### src/rtl/sdram_pwr_pkg.sv
package sdram_pwr_pkg;
  typedef enum logic [3:0] {
    ST_NORM, ST_DRAIN, ST_PRE, ST_ENTER, ST_SREF,
    ST_XCMD, ST_XWAIT, ST_ICMD, ST_IWAIT
  } pwr_state_t;

  typedef enum logic [1:0] {
    CMD_PRECH = 2'd0,
    CMD_SR_IN = 2'd1,
    CMD_SR_OUT = 2'd2,
    CMD_INIT = 2'd3
  } pwr_cmd_t;
endpackage

### src/rtl/pwr_req_latch.sv
module pwr_req_latch #(
  parameter int REG_W = 8,
  parameter int SR_BIT = 0,
  parameter int PU_BIT = 1
) (
  input  logic             clk,
  input  logic             rst,
  input  logic             cfg_we,
  input  logic [REG_W-1:0] cfg_wdata,
  input  logic             in_sr,
  input  logic             sr_taken,
  input  logic             pu_taken,
  output logic             sr_req,
  output logic             pu_armed
);
  logic sr_hit, pu_hit;

  assign sr_hit = cfg_we && cfg_wdata[SR_BIT] && !in_sr;
  assign pu_hit = cfg_we && cfg_wdata[PU_BIT];

  // self-refresh: consumption wins so a trigger racing entry is not replayed
  always_ff @(posedge clk) begin
    if (rst) sr_req <= 1'b0;
    else if (sr_taken) sr_req <= 1'b0;
    else if (sr_hit) sr_req <= 1'b1;
  end

  // power-up: a fresh trigger wins over consumption
  always_ff @(posedge clk) begin
    if (rst) pu_armed <= 1'b0;
    else if (pu_hit) pu_armed <= 1'b1;
    else if (pu_taken) pu_armed <= 1'b0;
  end
endmodule

### src/rtl/pwr_wait_cnt.sv
module pwr_wait_cnt #(
  parameter int CNT_W = 8
) (
  input  logic             clk,
  input  logic             rst,
  input  logic             load,
  input  logic [CNT_W-1:0] load_val,
  output logic             zero
);
  logic [CNT_W-1:0] cnt;

  always_ff @(posedge clk) begin
    if (rst) cnt <= '0;
    else if (load) cnt <= load_val;
    else if (cnt != '0) cnt <= cnt - 1'b1;
  end

  assign zero = (cnt == '0);
endmodule

### src/rtl/pwr_fsm.sv
module pwr_fsm
  import sdram_pwr_pkg::*;
(
  input  logic       clk,
  input  logic       rst,
  input  logic       sr_req,
  input  logic       pu_armed,
  input  logic       acc_pend,
  input  logic       bank_open,
  input  logic       cmd_ready,
  input  logic       init_done,
  input  logic       cnt_zero,
  output logic       cmd_valid,
  output logic [1:0] cmd_code,
  output logic       acc_grant,
  output logic       sr_active,
  output logic       sr_taken,
  output logic       pu_taken,
  output logic       cnt_load
);
  pwr_state_t st, nxt;
  pwr_cmd_t   code;
  logic       pu_go;

  assign pu_go = pu_armed && acc_pend;

  always_ff @(posedge clk) begin
    if (rst) st <= ST_NORM;
    else st <= nxt;
  end

  always_comb begin
    nxt       = st;
    cmd_valid = 1'b0;
    code      = CMD_PRECH;
    sr_taken  = 1'b0;
    pu_taken  = 1'b0;
    cnt_load  = 1'b0;
    unique case (st)
      ST_NORM: begin
        if (pu_go) nxt = ST_ICMD;
        else if (sr_req) nxt = ST_DRAIN;
      end
      ST_DRAIN: begin
        if (pu_go) nxt = ST_ICMD;
        else if (!acc_pend) nxt = bank_open ? ST_PRE : ST_ENTER;
      end
      ST_PRE: begin
        cmd_valid = 1'b1;
        code      = CMD_PRECH;
        if (cmd_ready) nxt = ST_ENTER;
      end
      ST_ENTER: begin
        cmd_valid = 1'b1;
        code      = CMD_SR_IN;
        if (cmd_ready) begin
          nxt      = ST_SREF;
          sr_taken = 1'b1;
        end
      end
      ST_SREF: begin
        if (acc_pend) nxt = ST_XCMD;
      end
      ST_XCMD: begin
        cmd_valid = 1'b1;
        code      = CMD_SR_OUT;
        if (cmd_ready) begin
          nxt      = ST_XWAIT;
          cnt_load = 1'b1;
        end
      end
      ST_XWAIT: begin
        if (cnt_zero) nxt = ST_NORM;
      end
      ST_ICMD: begin
        cmd_valid = 1'b1;
        code      = CMD_INIT;
        if (cmd_ready) begin
          nxt      = ST_IWAIT;
          pu_taken = 1'b1;
        end
      end
      ST_IWAIT: begin
        if (init_done) nxt = ST_NORM;
      end
      default: nxt = ST_NORM;
    endcase
  end

  assign cmd_code  = code;
  assign sr_active = (st == ST_SREF) || (st == ST_XCMD) || (st == ST_XWAIT);
  assign acc_grant = ((st == ST_NORM) || (st == ST_DRAIN)) && !pu_armed;
endmodule

### src/rtl/sdram_pwr_seq.sv
module sdram_pwr_seq #(
  parameter int REG_W    = 8,
  parameter int SR_BIT   = 0,
  parameter int PU_BIT   = 1,
  parameter int STAT_BIT = 2,
  parameter int CNT_W    = 8
) (
  input  logic             clk,
  input  logic             rst,
  input  logic             cfg_we,
  input  logic [REG_W-1:0] cfg_wdata,
  output logic [REG_W-1:0] cfg_rdata,
  input  logic [CNT_W-1:0] exit_wait,
  input  logic             acc_pend,
  input  logic             bank_open,
  output logic             acc_grant,
  output logic             cmd_valid,
  output logic [1:0]       cmd_code,
  input  logic             cmd_ready,
  input  logic             init_done,
  output logic             sr_active
);
  logic sr_req, pu_armed, sr_taken, pu_taken, cnt_load, cnt_zero;

  pwr_req_latch #(.REG_W(REG_W), .SR_BIT(SR_BIT), .PU_BIT(PU_BIT)) u_req (
    .clk(clk), .rst(rst), .cfg_we(cfg_we), .cfg_wdata(cfg_wdata),
    .in_sr(sr_active), .sr_taken(sr_taken), .pu_taken(pu_taken),
    .sr_req(sr_req), .pu_armed(pu_armed)
  );

  pwr_wait_cnt #(.CNT_W(CNT_W)) u_cnt (
    .clk(clk), .rst(rst), .load(cnt_load), .load_val(exit_wait), .zero(cnt_zero)
  );

  pwr_fsm u_fsm (
    .clk(clk), .rst(rst), .sr_req(sr_req), .pu_armed(pu_armed),
    .acc_pend(acc_pend), .bank_open(bank_open), .cmd_ready(cmd_ready),
    .init_done(init_done), .cnt_zero(cnt_zero), .cmd_valid(cmd_valid),
    .cmd_code(cmd_code), .acc_grant(acc_grant), .sr_active(sr_active),
    .sr_taken(sr_taken), .pu_taken(pu_taken), .cnt_load(cnt_load)
  );

  // trigger bits are write-only: only the status bit is visible
  always_comb begin
    cfg_rdata           = '0;
    cfg_rdata[STAT_BIT] = sr_active;
  end
endmodule

### config.mk
export PLATFORM = sky130hd
export DESIGN_NAME = sdram_pwr_seq
export DESIGN_NICKNAME = d
export VERILOG_FILES = /design/src/rtl/sdram_pwr_pkg.sv /design/src/rtl/pwr_req_latch.sv /design/src/rtl/pwr_wait_cnt.sv /design/src/rtl/pwr_fsm.sv /design/src/rtl/sdram_pwr_seq.sv
export SDC_FILE = /design/constraint.sdc
export NUM_CORES = 1
export LEC_CHECK = 0
export CAP_MARGIN = 20
export CORE_ASPECT_RATIO = 0.8
export CORE_MARGIN = 2
export CORE_UTILIZATION = 35
export DETAILED_ROUTE_END_ITERATION = 8
export PLACE_DENSITY = 0.65
export SLEW_MARGIN = 40
export SYNTH_ARGS = -nofsm -noshare
export SYNTH_HDL_FRONTEND = slang
export SYNTH_SLANG_ARGS = --single-unit
### constraint.sdc
create_clock -name clk -period 4.6 [get_ports clk]
set_clock_uncertainty 0.2 [all_clocks]
set_input_delay 0.92 -clock clk [delete_from_list [all_inputs] [get_ports clk]]
set_output_delay 0.92 -clock clk [all_outputs]
set_load 0.02 [all_outputs]
======== Yosys cells after proc, flatten, opt, wreduce, memory -nomap -nowiden ========
Cells that the tools add are included.
operators by class
  add/subtract/negate cells ............... 1
  $mul .................................... 0
  div/mod/pow operators ................... 0
  magnitude comparators ................... 0
  eq/ne operators ......................... 17
  shifts and indexed selects .............. 0
  multiplexer cells ....................... 23
  bitwise operators ....................... 0
  reductions and logical operators ........ 18
operator list
  kind                                                                     count
  4-bit two-way mux                                                        11
  4-bit one-hot mux with 9 select lines                                    1
  4-bit by 3-bit == test with 1-bit output, second input constant          4
  8-bit two-way mux                                                        2
  2-bit inequality test, second input constant                             7
  9-bit AND reduction                                                      1
  4-bit by 2-bit == test with 1-bit output, second input constant          2
  8-bit zero test                                                          1
  1-bit two-way mux                                                        8
  8-bit nonzero test                                                       1
  8-bit by 1-bit subtractor with 8-bit output, second input constant       1
  3-bit by 2-bit inequality test with 1-bit output, second input constant  2
  2-bit one-hot mux with 3 select lines                                    1
  1-bit logical AND                                                        5
  4-bit by 1-bit == test with 1-bit output, second input constant          1
  4-bit == test, second input constant                                     1
  4-bit zero test                                                          1
  2-bit nonzero test                                                       2
  4-bit OR reduction                                                       1
  1-bit logical OR                                                         3
  1-bit zero test                                                          2
  2-bit OR reduction                                                       1
word-level totals
  flip-flop bits (word level) ............. 14
  bits in latches ......................... 0
  bits in writable memories ............... 0
  memory bits (read-only) ................. 0
  word-level logic and storage cells ...... 63
  memories ................................ 0

======== Longest topological paths before layout ========
Gate-level depths: netlist of the first run.
  word-level depth ........................ 5
  depth in mapped cells ................... 6

======== Modules after synthesis ========
A second synthesis of the first run with hierarchy kept.
unflattened totals
  cell total of the unflattened synthesis .. 125
  area, all modules ....................... 994.7 µm²
modules (own cells, without submodules)
  module         times used  cells each  area an instance (µm²)  seq. area each (µm²)
  pwr_wait_cnt   1           53          475.5                   160.2
  pwr_fsm        1           55          376.6                   80.1
  pwr_req_latch  1           8           78.8                    40.0
  sdram_pwr_seq  1           9           63.8                    0.0

======== Worst setup path after synthesis of the first run ========
OpenSTA, ideal clock, no wires.
  path type ............................... reg2out
  start point ............................. register u_fsm.st[1]
  end point ............................... output acc_grant
  data arrival time ....................... 1213 ps
  data required time ...................... 3480 ps
  slack ................................... 2267 ps
  stages on the path, launching flop included .. 3
  cell sequence ........................... dfxtp_1 > clkbuf_1 > nor4_1
on the way
  longest elaborated chain between the ends .. 3
  elaborated cells between the ends (all ways) .. 4
  those cells by class .................... eq/ne (1); reduce/logical (3)
RTL lines
  item                                                                         RTL line             source
  from (decl)                                                                  pwr_fsm.sv:21        pwr_state_t st, nxt;
  from (signal assigned)                                                       pwr_fsm.sv:29        else st <= nxt;
  4-bit by 1-bit == test with 1-bit output or 4-bit zero test (tied branches)  pwr_fsm.sv:92        assign acc_grant = ((st == ST_NORM) || (st == ST_DRAIN)) && !pu_armed;
  1-bit logical OR *                                                           pwr_fsm.sv:92
  1-bit logical AND *                                                          pwr_fsm.sv:92
  to (decl)                                                                    sdram_pwr_seq.sv:16  output logic acc_grant,
Every way passes the cells marked *; elsewhere a longest branch is shown, timed or not.

======== Worst setup path after layout of the first run ========
  start point ............................. register u_fsm.st[2]
  end point ............................... output sr_active
on the way
  longest elaborated chain between the ends .. 3
  elaborated cells between the ends (all ways) .. 5
  those cells by class .................... eq/ne (3); reduce/logical (2)
RTL lines
  item                                      RTL line             source
  4-bit by 3-bit == test with 1-bit output  pwr_fsm.sv:91        assign sr_active = (st == ST_SREF) || (st == ST_XCMD) || (st == ST_XWAIT);
  1-bit logical OR                          pwr_fsm.sv:91
  1-bit logical OR *                        pwr_fsm.sv:91
  to (decl)                                 sdram_pwr_seq.sv:21  output logic sr_active
Marked as above.

==> flow_summary_export.csv, run 1 <==
group,metric,value,unit
synthesis,synth_commonest_cells,"14 x dfxtp_1, 13 x nand2_1, 13 x nor2_1",
placed_design,port_buffers,22,
power_and_ir_drop,totalPowerFinal,768,uW
drt,drtIter0Drc,32,
sta,setup_ws,1500,ps
drt,wire_per_inst,12.1,um
placed_design,dp_hpwl,1680,um
synthesis,synthTopCellsByArea,"dfxtp_1 29%, mux2i_1 6.1%, buf_4 6.1%",
clock_network,cts_hold_buf,0,
floorplanning,die_x,63.2,um
drt,viasPerCell,5.33,
drt,first_pass_iters,4,
power_and_ir_drop,powerDensity,622,mW/mm^2
synthesis,synthMuxAreaShare,6.11,%
placed_design,post-place-ws,1860,ps
global_routing,grt_pass1_wl,3600,um
sta,setup_viol,0,
drt,ant_nets,0,
floorplanning,start_util,36.1,%
setup_path,required,3480,ps
floorplanning,die_h,51.4,um
global_routing,track_usage,14.4,%
setup_path,crit_path_end_kind,"output pin",
global_routing,grt_start_max_net_pins,16,
clock_network,htree_levels,1,
synthesis,synth-async-reset-ratio,0,%
clock_network,tritoncts,"yes",
sta,hold_viol,0,
final_layout,drive_gt1_share,6.80,%
clock_network,postCtsSetupRepairBufs,0,
final_layout,num_antenna_cells,0,
synthesis,synthAdderAreaFrac,2.55,%
drt,via_count,986,
synthesis,synth_warnings,0,
sta,rsz0062_at_grt,"no",
run,max_cap_violations,0,
synthesis,synth_top_area_share,28.5,%
setup_path,startpoint_type,"flop",
drt,met3_length,134,um
synthesis,yosys.area_share.simple,29.9,%
floorplanning,io_pins,36,
clock_network,insertion_delay,300,ps
final_layout,fillers,295,
clock_network,clk_pin_slew,90,ps
synthesis,yosysMostFrequentCell,"dfxtp_1",
floorplanning,die-area,0.00325,mm^2
synthesis,yosys.cell_types.count,36,
floorplanning,core_area,0.00272,mm^2
sta,period_share,67.4,%
sta,period_minus_slack,3100,ps
setup_path,crit_type,"reg2out",
run_status,status,"completed",
synthesis,synth_area_leader_cell,"dfxtp_1",
clock_network,cts_buffer_depth,2,
drt,routed-wl-met2,924,um
setup_path,crit_fanout,13,
global_routing,grt_overflow,0,
sta,tightest_slew,643,ps
synthesis,ys_ff_latch,14,
synthesis,synth_top_family_by_area,"simple AND/OR/NAND/NOR gates",
synthesis,syn_avg_cell_area,7.67,um^2
clock_network,numCtsBuffers,3,
sta,max_freq,0.323,GHz
power_and_ir_drop,p_leak,0.465,nW
clock_network,numClockSinks,14,
global_routing,grt_pass1_vias,796,
drt,top_layer,"met4",
global_routing,antenna_found_initial,0,
hold_path,hold_path.class,"reg2reg",
final_layout,seqCellArea,280,um^2
sta,fin_setup_tns,0,ps
synthesis,synth_compound_area_share,20.3,%
final_layout,final_cell_area,0.00123,mm^2
final_layout,nNetsFinal,173,
synthesis,synthFlopType,"dfxtp_1",
synthesis,syn_inst,128,
drt,drc,0,
final_layout,syn2layout_area_growth,25.7,%
placed_design,postPlaceCellArea,0.00120,mm^2
placed_design,place.gp.congestion,0.887,
clock_network,clockRootBuffer,"clkbuf_4",
floorplanning,fp-row-count,17,
sta,slew_headroom,56.8,%
drt,drt_wl_total,2230,um
setup_path,arrival,1980,ps
final_layout,multi_input_area,628,um^2
drt,met1Wirelength,1120,um
sta,maxSlewViolCount,0,
synthesis,synth_xor_area_share,1.78,%
synthesis,synth-edff-count,0,
power_and_ir_drop,irDropWorstVdd,0.234,mV
clock_network,post_cts_resized,0,
synthesis,synth_area,982,um^2
synthesis,ys_seq_area_share,28.5,%
-- metal layers --
layer / GRT usage (%) / up-vias
li1: - / 484
met1: 20.4 / 457
met2: 20.7 / 40
met3: 2.64 / 5
met4: 7.61 / 0
met5: 0 / -
-- registers in the layout, summed over array words and instances (netlist names) --
name / count
u_req.pu_armed: 1
u_fsm.st: 4
u_cnt.cnt: 8
u_req.sr_req: 1
-- worst paths after layout --
check / from / endpoint / slack (ps) / cells after the start
max: u_fsm.st[2] / sr_active / 1500 / 4
min: u_req.sr_req / u_req.sr_req / 340 / 2
max reg2reg: u_cnt.cnt[0] / u_fsm.st[3] / 2550 / 6
min reg2reg: u_req.sr_req / u_req.sr_req / 340 / 2
-- power by group --
| group | total (mW) | switching, mW | internal, mW | leakage, nW |
|---|---|---|---|---|
| Sequential | 0.227 | 0.0634 | 0.163 | 0.115 |
| Combinational | 0.448 | 0.232 | 0.216 | 0.329 |
| Clock | 0.0931 | 0.0448 | 0.0483 | 0.0210 |
-- cells in the final DEF, fill, tap and decap left out, types with 5 or more instances in the layout --
cell             count
dfxtp_1             14
nor3_1               7
o21ai_0              6
a211oi_1             5
nand2_1             13
inv_1                6
mux2i_1              6
conb_1               7
nor2_1              13
clkdlybuf4s50_1     22
a21oi_1              7
-- cell type report --
class,instances,area share [%]
sequential,14,22.7
multi-input combinational,101,50.9
clock buffer,4,2.94
tap,38,3.85
timing repair buffer,22,17.8
inverter,6,1.82
-- kinds of logic after synthesis --
logic type | Yosys count
other | 1
AND/OR/NAND/NOR | 56
adder cells (fa/ha/maj) | 2
XOR/XNOR | 2
flip-flops | 14
AO/OA/AOI/OAI | 28
multiplexers | 6
buffers and inverters | 19
-- critical path: stages, from the launching register on --
cell             delay [ps]
dfxtp_1                 590
nor2b_1                 300
nand2_1                 120
inv_1                    80
clkdlybuf4s50_1         600
-- stage by stage --
step                utilization, %  std cells  hold WS, ps
floorplan                        -        134          287
global placement              43.8        181          314
detailed placement            44.0        181          328
CTS                           45.4        185          343
global route                  45.4        185          382
finish                        45.4        185          339
No activity file was read; power rests on OpenSTA's default activity.
==> run 2, diff against run 1 <==
--- a/config.mk
+++ b/config.mk
@@ -10,7 +10,7 @@
 export CORE_MARGIN = 2
 export CORE_UTILIZATION = 35
 export DETAILED_ROUTE_END_ITERATION = 8
-export PLACE_DENSITY = 0.65
+export PLACE_DENSITY = 0.68
 export SLEW_MARGIN = 40
 export SYNTH_ARGS = -nofsm -noshare
 export SYNTH_HDL_FRONTEND = slang
==> constraint.sdc (replaced) <==
create_clock -name clk -period 2.7 [get_ports clk]
set_clock_uncertainty 0.2 [all_clocks]
set_input_delay 0.54 -clock clk [delete_from_list [all_inputs] [get_ports clk]]
set_output_delay 0.54 -clock clk [all_outputs]
set_load 0.02 [all_outputs]
==> run 2 against run 1 <==
Effect of this change:
- cell count up 1.6%
- register-to-register slack worse by 1900 ps
- power up 72%
- largest cell class unchanged
==> flow_summary_export.csv, run 2 (synthesized netlist as in run 1, its figures left out) <==
group,metric,value,unit
global_routing,track_usage,15.0,%
power_and_ir_drop,p_leak,0.479,nW
setup_path,reg2reg_from,"u_cnt.cnt[0]",
clock_network,numClockSinks,14,
power_and_ir_drop,pwr-share-seq,28.2,%
setup_path,ff2ff_setup_slack,680,ps
global_routing,grt_pass1_wl,3800,um
sta,slew_headroom,61.8,%
floorplanning,fp-row-count,17,
power_and_ir_drop,clockPowerShare,12.2,%
run,max_cap_violations,0,
final_layout,syn2layout_area_growth,27.6,%
setup_path,crit_fanout,12,
placed_design,dp_hpwl,1720,um
global_routing,antenna_found_initial,0,
sta,max_freq,0.387,GHz
hold_path,hold_end,"u_req.sr_req",
final_layout,largest_registers,"u_cnt.cnt x8, u_fsm.st x4",
setup_path,startpoint_type,"flop",
final_layout,drive_gt1_share,8.67,%
floorplanning,die_h,51.4,um
clock_network,tritoncts,"yes",
sta,maxSlewViolCount,0,
final_layout,postLayoutCoreUtil,46.0,%
global_routing,grt_pass1_vias,857,
drt,routed-wl-met2,1160,um
drt,top_layer,"met4",
drt,viasPerCell,5.10,
placed_design,port_buffers,22,
power_and_ir_drop,swShare,43.7,%
global_routing,grt_overflow,0,
setup_path,required,1960,ps
hold_path,hold_path.class,"reg2reg",
sta,rsz0062_at_grt,"no",
run_status,status,"completed",
sta,tightest_slew,572,ps
drt,met1Wirelength,1070,um
sta,period_share,95.7,%
power_and_ir_drop,power_frac_comb,59.6,%
drt,drc,0,
clock_network,htree_levels,1,
clock_network,postCtsSetupRepairBufs,0,
setup_path,arrival,1850,ps
setup_path,r2r-end,"u_fsm.st[3]",
floorplanning,start_util,36.1,%
final_layout,largest_register_ffs,8,
clock_network,clockRootBuffer,"clkbuf_4",
drt,drtIter0Drc,66,
floorplanning,io_pins,36,
floorplanning,die_x,63.2,um
drt,wire_per_inst,12.7,um
floorplanning,core_area,0.00272,mm^2
clock_network,numCtsBuffers,3,
final_layout,final_common_cell,"clkdlybuf4s50_1",
setup_path,reg2reg_depth,6,
sta,hold_viol,0,
final_layout,top_register,"u_cnt.cnt",
clock_network,cts_buffer_depth,2,
final_layout,nNetsFinal,176,
clock_network,clk_pin_slew,100,ps
drt,via_count,958,
final_layout,num_antenna_cells,0,
power_and_ir_drop,powerDensity,1050,mW/mm^2
setup_path,crit_type,"reg2out",
floorplanning,die-area,0.00325,mm^2
placed_design,place.gp.congestion,0.904,
clock_network,insertion_delay,290,ps
final_layout,fillers,312,
drt,drt_wl_total,2400,um
hold_path,hold-path-cell-count,2,
sta,fin_setup_tns,0,ps
global_routing,grt_start_max_net_pins,16,
clock_network,cts_hold_buf,0,
hold_path,min_from,"u_req.sr_req",
final_layout,mostFrequentLayoutCells,"22 x clkdlybuf4s50_1, 14 x dfxtp_1, 13 x nand2_1, 13 x nor2_1",
power_and_ir_drop,irDropWorstVdd,0.417,mV
setup_path,crit_path_end_kind,"output pin",
drt,ant_nets,0,
drt,met3_length,165,um
sta,setup_viol,0,
sta,period_minus_slack,2590,ps
power_and_ir_drop,intPower,745,uW
drt,first_pass_iters,4,
power_and_ir_drop,p_sw,577,uW
## run 2: cell types whose count changed in the layout (fill, tap and decap cells not counted), sizes merged
cell	delta
buf	+3
## run 2: what timing repair did
item                       4_1_cts  5_1_grt
setup endpoints to repair        0        2
hold endpoints to repair         0        0
gates resized for setup          0        1
## run 2: layer usage
layer	vias to the layer above	global-route usage (%)
met3	2	5.07
met4	0	2.17
met1	430	17.3
met5	-	0
met2	36	27.7
li1	490	-
## run 2: layout make-up
type / instances / area, um^2 / share of cell area, %
clock buffer: 4 / 36.3 / 2.89
inverter: 6 / 22.5 / 1.80
multi-input combinational: 101 / 624 / 49.8
sequential: 14 / 280 / 22.4
tap: 38 / 47.5 / 3.79
timing repair buffer: 25 / 243 / 19.4
## run 2: worst max-delay path by stage
stage | cells after the start | end | start | slack, ps
floorplan | 2 | acc_grant | u_fsm.st[1] | 750
global placement | 5 | u_fsm.st[3] | acc_pend | 410
detailed placement | 5 | u_fsm.st[3] | acc_pend | 380
CTS | 4 | sr_active | u_fsm.st[3] | 90
global route | 3 | cmd_code[0] | u_fsm.st[1] | 50
finish | 3 | cmd_code[0] | u_fsm.st[1] | 110
## run 2: power by group through the flow
| stage | Combinational (mW) | Clock [mW] | Sequential [mW] |
|---|---|---|---|
| 4_1_cts | 0.788 | 0.164 | 0.370 |
| 2_1_floorplan | 0.617 | 0 | 0.335 |
| 3_3_place_gp | 0.769 | 0 | 0.372 |
| 5_1_grt | 0.864 | 0.174 | 0.389 |
| 6_report | 0.788 | 0.161 | 0.373 |
| 3_5_place_dp | 0.781 | 0 | 0.375 |
## run 2: worst max-delay path, cell delays in order (launching register included)
cell and delay, ps:
dfxtp_1 570, nand2_1 230, nor2_1 130, clkdlybuf4s50_1 620
## run 2: metrics by stage
step	hold WS (ps)	power [mW]	cell area [um^2]	instances	setup slack, ps
final	356	1.32	1250	188	115
after global placement	313	1.14	1210	184	414
after detailed placement	343	1.16	1210	184	383
after global routing	400	1.43	1250	188	49.0
after floorplan	287	0.952	1000	134	747
after CTS	357	1.32	1250	188	85.5
==> run 3, diff against run 2 <==
--- a/config.mk
+++ b/config.mk
@@ -11,7 +11,7 @@
 export CORE_UTILIZATION = 35
 export DETAILED_ROUTE_END_ITERATION = 8
 export PLACE_DENSITY = 0.68
-export SLEW_MARGIN = 40
+export SLEW_MARGIN = 20
 export SYNTH_ARGS = -nofsm -noshare
 export SYNTH_HDL_FRONTEND = slang
 export SYNTH_SLANG_ARGS = --single-unit
==> results of run 3 <==
The final DEF is identical to that of run 2; final timing and power are the same.
